==> config.mk <==
export PLATFORM = sky130hd
export DESIGN_NAME = rng_out_buf
export DESIGN_NICKNAME = d
export VERILOG_FILES = /design/src/rtl/rng_out_buf_pkg.sv /design/src/rtl/rob_stage.sv /design/src/rtl/rob_words.sv /design/src/rtl/rob_ctrl.sv /design/src/rtl/rng_out_buf.sv
export SDC_FILE = /design/constraint.sdc
export NUM_CORES = 1
export LEC_CHECK = 0
export CORE_MARGIN = 1.5
export CORE_UTILIZATION = 40
export CTS_CLUSTER_SIZE = 28
export DETAILED_ROUTE_END_ITERATION = 12
export DONT_BUFFER_PORTS = 1
export GPL_TIMING_DRIVEN = 0
export SLEW_MARGIN = 10
export SYNTH_ARGS = -nofsm -noshare
export SYNTH_HDL_FRONTEND = slang
export SYNTH_SLANG_ARGS = --single-unit
==> constraint.sdc <==
create_clock -name clk_i -period 2.9 [get_ports clk_i]
set_input_delay 0.29 -clock clk_i [delete_from_list [all_inputs] [get_ports clk_i]]
set_output_delay 0.29 -clock clk_i [all_outputs]
set_load 0.02 [all_outputs]
==> src/rtl/rng_out_buf_pkg.sv <==
package rng_out_buf_pkg;
  parameter int unsigned ROB_WORD_W = 32;
  parameter int unsigned ROB_DEPTH  = 4;
endpackage

==> src/rtl/rob_stage.sv <==
module rob_stage #(
  parameter int unsigned RES_W = 128
) (
  input  logic             clk_i,
  input  logic             rst_ni,
  input  logic             soft_rst_i,
  input  logic             stop_i,
  input  logic             res_valid_i,
  input  logic [RES_W-1:0] res_data_i,
  input  logic             take_i,
  output logic [RES_W-1:0] data_o,
  output logic             vld_o
);
  logic [RES_W-1:0] data_q;
  logic             vld_q;
  logic             accept;

  // a slot frees up in the same cycle the buffer takes the staged result
  assign accept = res_valid_i && !stop_i && !soft_rst_i && (!vld_q || take_i);

  always_ff @(posedge clk_i or negedge rst_ni) begin
    if (!rst_ni) begin
      data_q <= '0;
      vld_q  <= 1'b0;
    end else if (soft_rst_i) begin
      data_q <= '0;
      vld_q  <= 1'b0;
    end else if (accept) begin
      data_q <= res_data_i;
      vld_q  <= 1'b1;
    end else if (take_i) begin
      vld_q  <= 1'b0;
    end
  end

  assign data_o = data_q;
  assign vld_o  = vld_q;
endmodule

==> src/rtl/rob_words.sv <==
module rob_words #(
  parameter int unsigned WORD_W = 32,
  parameter int unsigned DEPTH  = 4,
  localparam int unsigned RES_W = WORD_W * DEPTH,
  localparam int unsigned CNT_W = $clog2(DEPTH + 1),
  localparam int unsigned IDX_W = $clog2(DEPTH)
) (
  input  logic              clk_i,
  input  logic              rst_ni,
  input  logic              soft_rst_i,
  input  logic              rd_i,
  input  logic              load_i,
  input  logic [RES_W-1:0]  load_data_i,
  output logic [WORD_W-1:0] rd_data_o,
  output logic [CNT_W-1:0]  cnt_o
);
  logic [WORD_W-1:0] words_q [DEPTH];
  logic [CNT_W-1:0]  cnt_q;
  logic [IDX_W-1:0]  head_q;
  logic              rd_ok;

  assign rd_ok = rd_i && (cnt_q != '0);

  for (genvar i = 0; i < DEPTH; i++) begin : g_word
    always_ff @(posedge clk_i or negedge rst_ni) begin
      if (!rst_ni)                    words_q[i] <= '0;
      else if (load_i && !soft_rst_i) words_q[i] <= load_data_i[i*WORD_W +: WORD_W];
    end
  end

  always_ff @(posedge clk_i or negedge rst_ni) begin
    if (!rst_ni) begin
      cnt_q  <= '0;
      head_q <= '0;
    end else if (soft_rst_i) begin
      cnt_q  <= '0;
      head_q <= '0;
    end else if (load_i) begin
      cnt_q  <= CNT_W'(DEPTH);
      head_q <= '0;
    end else if (rd_ok) begin
      cnt_q  <= cnt_q - 1'b1;
      head_q <= head_q + 1'b1;
    end
  end

  assign rd_data_o = (cnt_q != '0) ? words_q[head_q] : '0;
  assign cnt_o     = cnt_q;
endmodule

==> src/rtl/rob_ctrl.sv <==
module rob_ctrl #(
  parameter int unsigned CNT_W = 3
) (
  input  logic             clk_i,
  input  logic             rst_ni,
  input  logic             soft_rst_i,
  input  logic             seed_err_i,
  input  logic             rd_i,
  input  logic [CNT_W-1:0] cnt_i,
  input  logic             stg_vld_i,
  output logic             move_o,
  output logic             stop_o,
  output logic             round_start_o,
  output logic             drdy_o,
  output logic             drdy_rise_o
);
  logic stop_q, kick_q, drdy_q;
  logic stop_w, drains;

  assign stop_w = stop_q || seed_err_i;
  // buffer is empty after this edge
  assign drains = (cnt_i == '0) || ((cnt_i == CNT_W'(1)) && rd_i);
  assign move_o = stg_vld_i && drains && !stop_w && !soft_rst_i;
  assign round_start_o = !soft_rst_i && !stop_w && (kick_q || move_o);

  always_ff @(posedge clk_i or negedge rst_ni) begin
    if (!rst_ni) begin
      stop_q <= 1'b0;
      kick_q <= 1'b1;
      drdy_q <= 1'b0;
    end else begin
      stop_q <= soft_rst_i ? 1'b0 : stop_w;
      kick_q <= soft_rst_i;
      drdy_q <= drdy_o;
    end
  end

  assign drdy_o      = (cnt_i != '0);
  assign drdy_rise_o = drdy_o && !drdy_q;
  assign stop_o      = stop_w;
endmodule

==> src/rtl/rng_out_buf.sv <==
module rng_out_buf
  import rng_out_buf_pkg::*;
#(
  parameter int unsigned WORD_W = ROB_WORD_W,
  parameter int unsigned DEPTH  = ROB_DEPTH,
  localparam int unsigned RES_W = WORD_W * DEPTH,
  localparam int unsigned CNT_W = $clog2(DEPTH + 1)
) (
  input  logic              clk_i,
  input  logic              rst_ni,
  input  logic [RES_W-1:0]  res_data_i,
  input  logic              res_valid_i,
  input  logic              rd_i,
  input  logic              soft_rst_i,
  input  logic              seed_err_i,
  output logic [WORD_W-1:0] rd_data_o,
  output logic              drdy_o,
  output logic              round_start_o,
  output logic              drdy_rise_o
);
  logic [RES_W-1:0] stg_data;
  logic             stg_vld, move, stop;
  logic [CNT_W-1:0] cnt;

  rob_stage #(.RES_W(RES_W)) u_stage (
    .clk_i, .rst_ni, .soft_rst_i,
    .stop_i(stop), .res_valid_i, .res_data_i,
    .take_i(move), .data_o(stg_data), .vld_o(stg_vld)
  );

  rob_words #(.WORD_W(WORD_W), .DEPTH(DEPTH)) u_words (
    .clk_i, .rst_ni, .soft_rst_i, .rd_i,
    .load_i(move), .load_data_i(stg_data),
    .rd_data_o, .cnt_o(cnt)
  );

  rob_ctrl #(.CNT_W(CNT_W)) u_ctrl (
    .clk_i, .rst_ni, .soft_rst_i, .seed_err_i, .rd_i,
    .cnt_i(cnt), .stg_vld_i(stg_vld),
    .move_o(move), .stop_o(stop),
    .round_start_o, .drdy_o, .drdy_rise_o
  );
endmodule

# After elaboration in Yosys (flattened, before gate mapping)
# Cells that the tools add are included.
[totals]
out_inout_bits = 35
reg_bits = 265
input_bits = 134
[classes]
n_eq_ne = 1
bitwise_logic = 1
order_cmp = 1
muxes = 16
reduce_logical = 25
n_addsub = 2
[ops]
columns = ["op", "count"]
rows = [
  ["128-bit two-way mux", 2],
  ["32-bit two-way mux", 3],
  ["32-bit binary-select mux with 2-bit select", 1],
  ["1-bit logical AND", 12],
  ["3-bit two-way mux", 3],
  ["3-bit nonzero test", 3],
  ["2-bit two-way mux", 3],
  ["1-bit logical NOT", 4],
  ["1-bit logical OR", 4],
  ["1-bit two-way mux", 4],
  ["3-bit by 1-bit equality test with 1-bit output, second input constant", 1],
  ["3-bit >= comparator, second input constant", 1],
  ["3-bit logical NOT", 1],
  ["2-bit inverter with 3-bit output", 1],
  ["3-bit by 1-bit subtractor with 3-bit output, second input constant", 1],
  ["2-bit by 1-bit adder with 2-bit output, second input constant", 1],
  ["2-bit nonzero test", 1],
]

# Longest topological paths before layout
[depth]
word_depth = 10
mapped_depth = 7
depth_no_buf = 6

# Modules after synthesis
# From an unflattened synthesis, not the netlist that was laid out.
[unflattened]
cells_unflattened = 980
area_unflattened_um2 = 13141.4
[by_module_without_submodules]
columns = ["module", "n_inst", "cells_each", "seq_area_each_um2", "area_each_um2"]
rows = [
  ["rob_stage", 1, 559, 3228.1, 6537.5],
  ["rob_words", 1, 407, 3328.2, 6457.4],
  ["rob_ctrl", 1, 14, 76.3, 146.4],
]

# Worst setup path after synthesis
# OpenSTA, ideal clock, no wires.
[synth_timing]
kind = "reg2reg"
from = "register u_words.cnt_q[0], in the netlist u_words.cnt_o[0]"
to = "register u_stage.data_q[65], in the netlist u_stage.data_o[65]"
setup_slack_ps = 862
stages_incl_launch_ff = 8
n_path_buf = 2
setup_ps = 125
t_arrival_ps = 1913
cell_sequence = "dfrtp_1 > inv_1 > ha_1 > nor2b_1 > o311ai_2 > buf_2 > buf_2 > mux2_2"
[synth_between]
elab_chain_len = 9
word_cells_on_any_way = 10
cone_classes = "eq/ne (1); reduce/logical (9)"
[synth_lines]
columns = ["item", "line", "text"]
rows = [
  ["start: declaration", "rob_words.sv:18", "logic [CNT_W-1:0] cnt_q;"],
  ["start signal: assignment", "rob_words.sv:39", "cnt_q <= CNT_W'(DEPTH);"],
  ["start signal: assignment", "rob_words.sv:42", "cnt_q <= cnt_q - 1'b1;"],
  ["3-bit by 1-bit equality test with 1-bit output", "rob_ctrl.sv:22", "assign drains = (cnt_i == '0) || ((cnt_i == CNT_W'(1)) && rd_i);"],
  ["1-bit logical AND", "rob_ctrl.sv:22", ""],
  ["1-bit logical OR (*)", "rob_ctrl.sv:22", ""],
  ["1-bit logical AND (*) (3 in series)", "rob_ctrl.sv:23", "assign move_o = stg_vld_i && drains && !stop_w && !soft_rst_i;"],
  ["1-bit logical OR (*)", "rob_stage.sv:19", "assign accept = res_valid_i && !stop_i && !soft_rst_i && (!vld_q || take_i);"],
  ["1-bit logical AND (*)", "rob_stage.sv:19", ""],
  ["2-bit nonzero test (no line) (*)", "--", ""],
  ["end signal: assignment", "rob_stage.sv:29", "data_q <= res_data_i;"],
  ["end: declaration", "rob_stage.sv:14", "logic [RES_W-1:0] data_q;"],
]
# Mark *: on every way between the ends. The rest lies on a longest branch, timed or not.
# A chain may end at the register's enable or synchronous reset.

# Worst setup path in the final report
[layout_timing]
from = "register u_words.cnt_q[0], in the netlist u_words.cnt_o[0]"
to = "output port rd_data_o[30]"
[layout_between]
elab_chain_len = 2
[layout_lines]
columns = ["item", "line", "text"]
rows = [
  ["3-bit nonzero test", "--", ""],
  ["net drdy_o", "rng_out_buf.sv:17", "output logic drdy_o,"],
  ["32-bit two-way mux", "rob_words.sv:47", "assign rd_data_o = (cnt_q != '0) ? words_q[head_q] : '0;"],
  ["end: declaration", "rng_out_buf.sv:16", "output logic [WORD_W-1:0] rd_data_o,"],
]
# The timed path passes the listed nets, and every way through them passes these cells.

==> out/metrics.cfg <==
[outcome]
status=finished with violations
violations=hold timing

[detailed_routing]
drc=0
ant_nets=0
drtIter0Drc=249
drt-pass1-iter-count=4
wl_per_cell_microns=20.7
wl_microns=28400
avgViaCountPerCell=4.99
via_count=6841

[yosys]
ys_warn_count=0
yosysSeqAreaShare_pct=56.4
syn_area_sq_um=11800
synth_edf_count=0
synth_cell_types=29
syn_nets=943
synth-async-reset-ratio_pct=100
yosysTopAreaCellShare_pct=56.2
yosysTopAreaCell=dfrtp_1
avgSynthCellArea_sq_um=14.6
synthTopCellsByArea=dfrtp_1, mux2_2, nor2b_1
syn_inst=806
ys_ff_latch=265
ys.flop_type=dfrtp_1

[clocking]
clkSinkCount=265
cts-buffers-inserted=31
clkTransAtPathRegs_ps=60
postCtsSetupBuffers=0
worstSkewPairLatency_ps=550
tritoncts=done
htreeDepth=1
ctsHoldBuffers=131
root_buffer=clkbuf_16
cts_buffer_depth=3

[die]
dieHeight_microns=175
die_area_sq_um=30500
rows=62
start_util_pct=40.8
ios=169
coreArea_sq_um=28900
dieWidth_microns=175

[cells_and_area]
regArea_sq_um=6630
multi_input_area_sq_um=4860
layout_common_cells=dfrtp_1, mux2_2, dlygate4sd3_1
fillCellCount=2517
drive_above_1_share_pct=31.3
syn_to_final_growth_pct=23.3
final_common_cell=dfrtp_1
num_antenna_cells=0
nets=1106

[sta]
slew_headroom_pct=49.7
hold_violations=265
fin_crit_sh_pct=93.2
fin_tns_setup_ps=0
slew_violations=0
period_minus_slack_ps=2700
whs_ps=-549
setup_violations=0
tightest_slew_ps=754
rsz0062_at_grt=false
fin_skew_ps=7.33
fmax_ghz=0.370

[setup_path]
cp-start-kind=flop
reg2reg_slack_ps=520
cp-end-kind=output pin
criticalPathCategory=flop to output pin
worstPathMaxFanout=11
cp.arrival_ps=2410
required_ps=2610

[power]
cellPowerDensity_nw_per_um2=658
ir_drop_v=0.000490
p_leak_nw=6.94
power_mw=9.55

[placed_design]
place_hpwl_microns=18300
place_congestion=0.721
port_buffers=0

[global_routing]
antenna_found_initial=0
grt_max_degree=266
globalRouteTotalUtil_pct=19.0
grt_pass1_vias=7381
grt_pass1_wl_microns=44400
overflow=0

[job]
cap_viol_max_count=0

[hold_path]
hp-class=input pin to async pin

==> cells by family after synthesis <==
family / count (synthesis) / synth area share, %
AO/OA/AOI/OAI: 13 / 0.851
adder cells (fa/ha/maj): 3 / 0.319
buffers and inverters: 60 / 2.39
flip-flops: 265 / 56.4
multiplexers: 289 / 30.7
AND/OR/NAND/NOR: 176 / 9.34
==> repair_timing <==
action                                  in CTS  in global routing
hold endpoints to repair                   398                265
endpoints found under the setup margin      29                 27
resized for setup                            9                  4
==> report_power, final <==
| part | total, mW | internal [mW] | switching [mW] |
|---|---|---|---|
| sequential | 4.30 | 4.09 | 0.215 |
| combinational | 1.60 | 0.791 | 0.813 |
| clock | 3.64 | 2.15 | 1.49 |
| total | 9.55 | 7.02 | 2.52 |
==> path summary, 6_finish.rpt <==
| kind | to | from | cells after the start |
|---|---|---|---|
| min | u_stage.data_o[11] | rst_ni | 0 |
| min reg2reg | u_words.words_q[92] | u_stage.data_o[60] | 1 |
| min in group clk_i | u_words.cnt_o[1] | rd_i | 3 |
| max reg2reg | u_stage.data_o[69] | u_words.cnt_o[0] | 7 |
| max | rd_data_o[30] | u_words.cnt_o[0] | 6 |
| max in group asynchronous | u_stage.data_o[0] | rst_ni | 0 |
==> worst max-delay path, cell delays in order (launching register included) <==
cell and delay [ps]:
dfrtp_1 380, inv_1 80, ha_1 230, nor2b_4 170, inv_1 270, buf_2 390, and2_1 330
==> through the flow <==
stage	hold slack, ps	setup WS, ps	std cells	utilization, %	cell area, sq um
after CTS	-585	31.3	1371	50.3	14500
after detailed placement	2.27	254	1190	42.4	12200
after global placement	8.73	284	1190	42.4	12200
final	-549	198	1370	50.3	14500
after global routing	-568	46.6	1370	50.3	14500
after floorplan	-5.59	862	806	-	11800
==> registers in the layout, summed over array words and instances (netlist names) <==
register and cells:
u_stage.vld_o 1, u_ctrl.stop_q 1, u_stage.data_o 128, u_words.words_q 128
u_words.cnt_o 3, u_ctrl.drdy_q 1, u_words.head_q 2, u_ctrl.kick_q 1
==> metal layers <==
| layer | track usage (%) | part of all wire [%] | up-vias | routed length (microns) |
|---|---|---|---|---|
| met2 | 30.8 | 48 | 134 | 13500 |
| met4 | 4.81 | 2.4 | 0 | 678 |
| li1 | - | - | 3132 | - |
| met1 | 26.4 | 46 | 3531 | 13000 |
| met5 | 0 | 0 | - | 0 |
| met3 | 3.41 | 4.3 | 44 | 1220 |
==> final cells by class <==
class,count,share of cell area (%)
Buffer,53,1.86
Sequential cell,265,45.7
Inverter,6,0.155
Timing Repair Buffer,131,9.04
Clock buffer,43,6.00
Tap cell,384,3.31
Multi-Input combinational cell,481,33.5
Clock inverter,7,0.448
==> synthesized netlist by cell type (all sizes together) (3+ instances only) <==
| master | count |
|---|---|
| a211oi | 3 |
| nor2b | 129 |
| mux4 | 32 |
| ha | 3 |
| buf | 32 |
| nor2 | 5 |
| and2 | 32 |
| nor3 | 3 |
| clkbuf | 22 |
| inv | 6 |
| mux2 | 257 |
| dfrtp | 264 |
(Power assumes the default switching activity.)
